### src/rtl/lmr_pkg.sv
package lmr_pkg;

    localparam int BYTE_W     = 8;
    localparam int ROW_BYTES  = 8;
    localparam int ROW_W      = BYTE_W * ROW_BYTES;
    localparam int SH_W       = 2;
    localparam int WORD_W     = ROW_W + SH_W;
    localparam int POS_W      = 3;
    localparam int TYPE_W     = BYTE_W - POS_W - 1;
    localparam int KEEP_BYTES = 4;

    localparam logic [SH_W-1:0]   SYNC_MARK  = 2'b01;
    localparam logic [TYPE_W-1:0] MARK_TYPE  = 4'b0010;
    localparam logic [BYTE_W-1:0] PAD_BYTE   = 8'hFF;

    typedef struct packed {
        logic [TYPE_W-1:0] cb_type;
        logic [POS_W-1:0]  pos;
        logic              fc;
    } row_hdr_t;

    function automatic logic sync_is_marker(input logic [SH_W-1:0] sh);
        return sh == SYNC_MARK;
    endfunction

    function automatic row_hdr_t build_hdr(input logic fc, input logic [POS_W-1:0] pos);
        row_hdr_t h;
        h.cb_type = MARK_TYPE;
        h.pos     = pos;
        h.fc      = fc;
        return h;
    endfunction

endpackage

### src/rtl/lmr_parse.sv
module lmr_parse
    import lmr_pkg::*;
#(
    parameter int P_WORD_W = WORD_W,
    parameter int P_BYTE_W = BYTE_W,
    parameter int P_KEEP   = KEEP_BYTES,
    parameter int P_SH_W   = SH_W
) (
    input  logic [P_WORD_W-1:0]          word,
    output logic                         sync_ok,
    output logic [P_KEEP*P_BYTE_W-1:0]   keep
);
    localparam int KEEP_TOP = P_SH_W + P_KEEP * P_BYTE_W;

    logic unused_tail;

    assign sync_ok     = sync_is_marker(word[P_SH_W-1:0]);
    assign unused_tail = ^word[P_WORD_W-1:KEEP_TOP];

    for (genvar g = 0; g < P_KEEP; g++) begin : g_keep
        assign keep[g*P_BYTE_W +: P_BYTE_W] = word[P_SH_W + g*P_BYTE_W +: P_BYTE_W];
    end

endmodule

### src/rtl/lmr_pack.sv
module lmr_pack
    import lmr_pkg::*;
#(
    parameter int P_BYTE_W = BYTE_W,
    parameter int P_KEEP   = KEEP_BYTES,
    parameter int P_POS_W  = POS_W,
    parameter int P_ROW_W  = ROW_W
) (
    input  logic                        fc,
    input  logic [P_POS_W-1:0]          pos,
    input  logic [P_KEEP*P_BYTE_W-1:0]  keep,
    input  logic [P_BYTE_W-1:0]         err_mask,
    input  logic [P_BYTE_W-1:0]         otn_byte,
    output logic [P_ROW_W-1:0]          row,
    output logic                        f_contrib
);
    row_hdr_t hdr;

    assign hdr       = build_hdr(fc, pos);
    assign row       = {PAD_BYTE, otn_byte, err_mask, keep, hdr};
    assign f_contrib = 1'b1;

endmodule

### src/rtl/lmr_outreg.sv
module lmr_outreg #(
    parameter int P_W = 64
) (
    input  logic           clk,
    input  logic           rst,
    input  logic           in_valid,
    input  logic           in_good,
    input  logic [P_W-1:0] in_data,
    input  logic           in_f,
    output logic           in_ready,
    output logic           out_valid,
    input  logic           out_ready,
    output logic [P_W-1:0] out_data,
    output logic           out_f,
    output logic           err
);
    logic take;

    assign in_ready = !out_valid || out_ready;
    assign take     = in_valid && in_ready;

    always_ff @(posedge clk) begin
        if (rst) begin
            out_valid <= 1'b0;
            out_f     <= 1'b0;
            err       <= 1'b0;
            out_data  <= '0;
        end else begin
            err <= take && !in_good;
            if (take && in_good) begin
                out_valid <= 1'b1;
                out_f     <= in_f;
                out_data  <= in_data;
            end else if (take || out_ready) begin
                out_valid <= 1'b0;
                out_f     <= 1'b0;
            end
        end
    end

    p_hold_r8: assert property (@(posedge clk) disable iff (rst)
        out_valid && !out_ready |=> out_valid && $stable(out_data));

    p_err_excl_r3: assert property (@(posedge clk) disable iff (rst)
        !(err && out_valid));

    p_drain_r9: assert property (@(posedge clk) disable iff (rst)
        out_valid && out_ready && !in_valid |=> !out_valid);

endmodule

### src/rtl/lmr_row_encoder.sv
module lmr_row_encoder
    import lmr_pkg::*;
#(
    parameter int P_BYTE_W = BYTE_W,
    parameter int P_POS_W  = POS_W,
    parameter int P_KEEP   = KEEP_BYTES,
    parameter int P_SH_W   = SH_W
) (
    input  logic                        clk,
    input  logic                        rst,
    input  logic                        in_valid,
    output logic                        in_ready,
    input  logic [P_SH_W+8*P_BYTE_W-1:0] mk_word,
    input  logic [P_POS_W-1:0]          mk_pos,
    input  logic                        more_rows,
    input  logic [P_BYTE_W-1:0]         pcs_err_mask,
    input  logic [P_BYTE_W-1:0]         otn_bip,
    output logic                        row_valid,
    input  logic                        row_ready,
    output logic [8*P_BYTE_W-1:0]       row_data,
    output logic                        row_flag_f,
    output logic                        sync_err
);
    localparam int L_ROW_W  = 8 * P_BYTE_W;
    localparam int L_WORD_W = L_ROW_W + P_SH_W;

    logic                       sync_ok;
    logic [P_KEEP*P_BYTE_W-1:0] keep;
    logic [L_ROW_W-1:0]         row_next;
    logic                       f_next;

    lmr_parse #(
        .P_WORD_W (L_WORD_W),
        .P_BYTE_W (P_BYTE_W),
        .P_KEEP   (P_KEEP),
        .P_SH_W   (P_SH_W)
    ) u_parse (
        .word    (mk_word),
        .sync_ok (sync_ok),
        .keep    (keep)
    );

    lmr_pack #(
        .P_BYTE_W (P_BYTE_W),
        .P_KEEP   (P_KEEP),
        .P_POS_W  (P_POS_W),
        .P_ROW_W  (L_ROW_W)
    ) u_pack (
        .fc        (more_rows),
        .pos       (mk_pos),
        .keep      (keep),
        .err_mask  (pcs_err_mask),
        .otn_byte  (otn_bip),
        .row       (row_next),
        .f_contrib (f_next)
    );

    lmr_outreg #(
        .P_W (L_ROW_W)
    ) u_out (
        .clk       (clk),
        .rst       (rst),
        .in_valid  (in_valid),
        .in_good   (sync_ok),
        .in_data   (row_next),
        .in_f      (f_next),
        .in_ready  (in_ready),
        .out_valid (row_valid),
        .out_ready (row_ready),
        .out_data  (row_data),
        .out_f     (row_flag_f),
        .err       (sync_err)
    );

    p_accept_r2: assert property (@(posedge clk) disable iff (rst)
        in_valid && in_ready && mk_word[1:0] == 2'b01 |=> row_valid);

    p_err_cause_r3: assert property (@(posedge clk) disable iff (rst)
        sync_err |-> $past(in_valid && in_ready && mk_word[1:0] != 2'b01));

    p_type_r4: assert property (@(posedge clk) disable iff (rst)
        row_valid |-> row_data[7:4] == 4'b0010);

    p_pad_r6: assert property (@(posedge clk) disable iff (rst)
        row_valid |-> row_data[L_ROW_W-1 -: P_BYTE_W] == '1);

    p_flag_r7: assert property (@(posedge clk) disable iff (rst)
        row_valid |-> row_flag_f);

endmodule

### config.mk
export PLATFORM = sky130hd
export DESIGN_NAME = lmr_row_encoder
export DESIGN_NICKNAME = d
export VERILOG_FILES = /design/src/rtl/lmr_pkg.sv /design/src/rtl/lmr_parse.sv /design/src/rtl/lmr_pack.sv /design/src/rtl/lmr_outreg.sv /design/src/rtl/lmr_row_encoder.sv
export SDC_FILE = /design/constraint.sdc
export NUM_CORES = 1
export LEC_CHECK = 0
export ABC_AREA = 1
export BUFFER_PORTS_ARGS = -buffer_cell sky130_fd_sc_hd__buf_2
export CORE_AREA = 2 2 71 100
export CTS_CLUSTER_SIZE = 12
export DETAILED_ROUTE_END_ITERATION = 12
export DIE_AREA = 0 0 73 102
export HOLD_SLACK_MARGIN = 0.1
export PLACE_DENSITY = 0.82
export SYNTH_ARGS = -nofsm -noshare
export SYNTH_HDL_FRONTEND = slang
export SYNTH_SLANG_ARGS = --single-unit
### constraint.sdc
create_clock -name clk -period 1.28 [get_ports clk]
set_clock_uncertainty 0.05 [all_clocks]
set_input_delay 0.256 -clock clk [delete_from_list [all_inputs] [get_ports clk]]
set_output_delay 0.256 -clock clk [all_outputs]
set_load 0.05 [all_outputs]
# After elaboration in Yosys (flattened, before gate mapping)
# Cells that the tools add are included.
[classes]
muxes = 2
reduce_logical = 8
n_eq_ne = 1
[op_table]
columns = ["operator", "n"]
rows = [
  ["logical AND 1 bit", 3],
  ["== test 2 x 1 -> 1 bit, second input constant", 1],
  ["logical NOT 1 bit", 2],
  ["logical OR 1 bit", 2],
  ["two-way mux 1 bit", 2],
  ["nonzero test 2 bit", 1],
]
[totals]
elab_cells = 14
inputBits = 90
out_inout_bits = 68
register_bits = 56

# Depth between registers and ports, before layout
[depth]
depth_word = 6
ltp_mapped = 7
depth_no_buf = 6

# By module
# From an unflattened synthesis, not the netlist that was laid out.
[hier_totals]
cells_unflattened = 665
hier_area_um2 = 4189.0
[by_module_without_submodules]
columns = ["module", "area_each_um2", "seq_area_each_um2", "cells_each", "instances"]
rows = [
  ["lmr_outreg", 3443.3, 1341.3, 564, 1],
  ["lmr_pack", 495.5, 0.0, 67, 1],
  ["lmr_parse", 250.2, 0.0, 34, 1],
]

# Worst setup path after synthesis
# OpenSTA, ideal clock, no wires.
[synth_path]
kind = "register -> register"
from = "register u_out.out_f (netlist name)"
to = "register u_out.out_data[39]"
setup_ns = 0.064
path_slack_ns = -0.246
t_required_ns = 1.166
n_path_buf = 2
synth_period_minus_slack_ns = 1.526
path_stages_with_launch = 7
arrival_time_ns = 1.411
cell_sequence = "dfxtp_1 > nand2_1 > buf_2 > buf_2 > nand4_1 > nand2_1 > nor2_1"
[synth_rtl]
columns = ["element", "line", "source"]
rows = [
  ["to (signal assigned)", "lmr_outreg.sv:33", "out_data <= in_data;"],
  ["to (decl)", "lmr_outreg.sv:13", "output logic [P_W-1:0] out_data,"],
]

# Worst setup path in the final report
[layout_path]
from = "register u_out.out_f"
to = "output port row_flag_f"
[layout_rtl]
columns = ["element", "line", "source"]
rows = [
  ["from (decl)", "lmr_outreg.sv:14", "output logic out_f,"],
  ["from (signal assigned)", "lmr_outreg.sv:32", "out_f <= in_f;"],
  ["to (decl)", "lmr_row_encoder.sv:21", "output logic row_flag_f,"],
]
# No word-level cell between the ends.

==> flow_summary.json <==
{
  "status": "complete, no violations",
  "wl_met2_mm": 3.34,
  "drc": 0,
  "ys_types": 17,
  "final.period_utilization_pct": 98.4,
  "timing.hold.ws_ns": 0.227,
  "synth.ff_latch_count": 55,
  "highest_layer": "met4",
  "nNetsFinal": 565,
  "p_per_area_nw_per_um2": 1160,
  "ys_warn_count": 0,
  "dp_hpwl_mm": 4.57,
  "wl_met1_mm": 2.66,
  "clock_latency_ns": 0.30,
  "grt_pass1_wl_mm": 10.3,
  "path_max_fanout": 3,
  "core-area_um2": 6530,
  "cts.sinks": 55,
  "setup-violations-final": 0,
  "cpPeakStageDelay_ns": 0.37,
  "drt-vias-per-instance": 4.70,
  "root_buffer": "clkbuf_8",
  "syn-cell-area_um2": 2530,
  "synthCells": 368,
  "clockBufferDepth": 2,
  "crit_type": "flop to output port",
  "htreeDepth": 2,
  "cts_inserted_buffers": 5,
  "layout-drive-gt1-share_pct": 31.7,
  "die_h_um": 102,
  "min_period_ns": 1.26,
  "p_leak_nw": 1.87,
  "met3WireLength_um": 322,
  "grt_usage_pct": 17.1,
  "drt-initial-drc-count": 81,
  "overflow": 0,
  "critPathRequiredTime_ns": 0.97,
  "finalHoldViolCount": 0,
  "diodes": 0,
  "tritoncts": "yes",
  "critPathBufInv": 1,
  "detail-route-antenna-nets": 0,
  "cap_viol_max_count": 0,
  "slew_viol_final": 0,
  "firstDrtPassIters": 7,
  "gp_congestion": 0.747,
  "end_kind": "output port",
  "area_growth_pct": 30.5,
  "start_kind": "flop",
  "rsz0062_at_grt": "true",
  "antenna_found_initial": 0,
  "fp-row-count": 35,
  "fmax_ghz": 0.794,
  "grt_max_degree": 38,
  "routed_wl_mm": 6.46,
  "dieWidth_um": 73,
  "slowest_stage": "dfxtp_2",
  "die-area_um2": 7450,
  "power_mw": 3.83,
  "clk_pin_slew_ns": 0.10,
  "syn_avg_cell_area_um2": 6.88,
  "numPortBuffers": 122,
  "via_count": 2583,
  "initial_utilization_pct": 38.8,
  "grt_pass1_vias": 2407,
  "ios": 158,
  "crit_chain": "buf_2",
  "wl_per_cell_um": 11.7,
  "cp.arrival_ns": 0.95,
  "worstHoldPathType": "input port to flop",
  "yosysSeqAreaShare_pct": 43.5,
  "crit_family": "flip-flops",
  "peakVddDrop_v": 0.000572
}
==> registers in the layout, indices dropped and copies added (netlist names) <==
name	count
u_out.err	1
u_out.out_data	53
u_out.out_f	1
==> area by class of cell <==
type	count	area [um2]
fill	659	3220
sequential	55	1110
multi-input combinational	220	993
timing repair buffer	137	801
inverter	56	210
clock buffer	8	100
tap	74	92.6
==> per-stage QoR <==
| stage | area (um2) | worst slack (ns) | TNS, ns | std cells | utilization, % |
|---|---|---|---|---|---|
| after global routing | 3300 | -0.0225 | -0.0369 | 550 | 50.6 |
| after CTS | 3260 | -0.0389 | -0.291 | 549 | 50.0 |
| after global placement | 3140 | 0.00976 | 0 | 540 | 48.1 |
| after detailed placement | 3140 | -0.0328 | -0.334 | 540 | 48.1 |
| after floorplan | 2550 | 0.0439 | 0 | 370 | - |
| final | 3300 | 0.0209 | 0 | 550 | 50.6 |
==> worst min-delay path: stages <==
cell and delay [ns]:
buf_2 0.07, inv_1 0.03, nand4_1 0.07, nand2_1 0.05
nor2_1 0.07
==> final timing paths <==
path	endpoint	cells after the start	start	slack (ns)
max	row_flag_f	1	u_out.out_f	0.02
min	u_out.out_data[9]	5	mk_word[3]	0.23
min reg2reg	u_out.out_data[20]	2	u_out.out_data[20]	0.43
max reg2reg	u_out.out_data[23]	5	u_out.out_f	0.13
==> cell usage after synthesis, drive strengths merged <==
cell type | instances | area, um2
nor2 | 108 | 429
clkbuf | 10 | 37.5
inv | 55 | 206
buf | 29 | 206
clkinv | 1 | 3.75
nor3 | 1 | 5.00
dfxtp | 55 | 1100
conb | 1 | 3.75
nand3 | 1 | 5.00
nand4 | 52 | 325
a21oi | 1 | 5.00
nand2 | 54 | 203
==> where the power goes <==
part           internal, mW  switching [mW]  leakage, nW
clock network         0.495           0.537       0.0515
registers              1.80          0.0472        0.451
logic                 0.277           0.674         1.36
total                  2.57            1.26         1.87
==> layer usage <==
| layer | vias to the layer above | global-route usage (%) |
|---|---|---|
| li1 | 1329 | - |
| met1 | 1159 | 18.9 |
| met2 | 85 | 31.0 |
| met3 | 10 | 3.45 |
| met4 | 0 | 7.55 |
| met5 | - | 0 |
==> kinds of logic (layout without fill, tap and decap cells) <==
group / Yosys count / in the layout / synth area share, %
buffers and inverters: 95 / 201 / 17.9
other: 1 / 3 / 0.148
AO/OA/AOI/OAI: 1 / 1 / 0.198
AND/OR/NAND/NOR: 216 / 216 / 38.2
flip-flops: 55 / 55 / 43.5
==> what timing repair did <==
| action | in CTS | in global routing |
|---|---|---|
| pin swaps | 0 | 1 |
| endpoints found under the setup margin | 12 | 15 |
| hold endpoints to repair | 2 | 0 |
| setup buffers | 0 | 1 |
| hold buffers | 1 | 0 |
| resized for setup | 5 | 20 |
==> cell usage in the layout, fill, tap and decap left out, drive strengths merged <==
| cell type | count |
|---|---|
| nor2 | 108 |
| dfxtp | 55 |
| nor3 | 1 |
| clkbuf | 10 |
| nand3 | 1 |
| nand4 | 52 |
| inv | 55 |
| a21oi | 1 |
| dlygate4sd3 | 1 |
| conb | 3 |
| clkinv | 1 |
| nand2 | 54 |
| buf | 134 |
No activity file was read; power rests on OpenSTA's default activity.
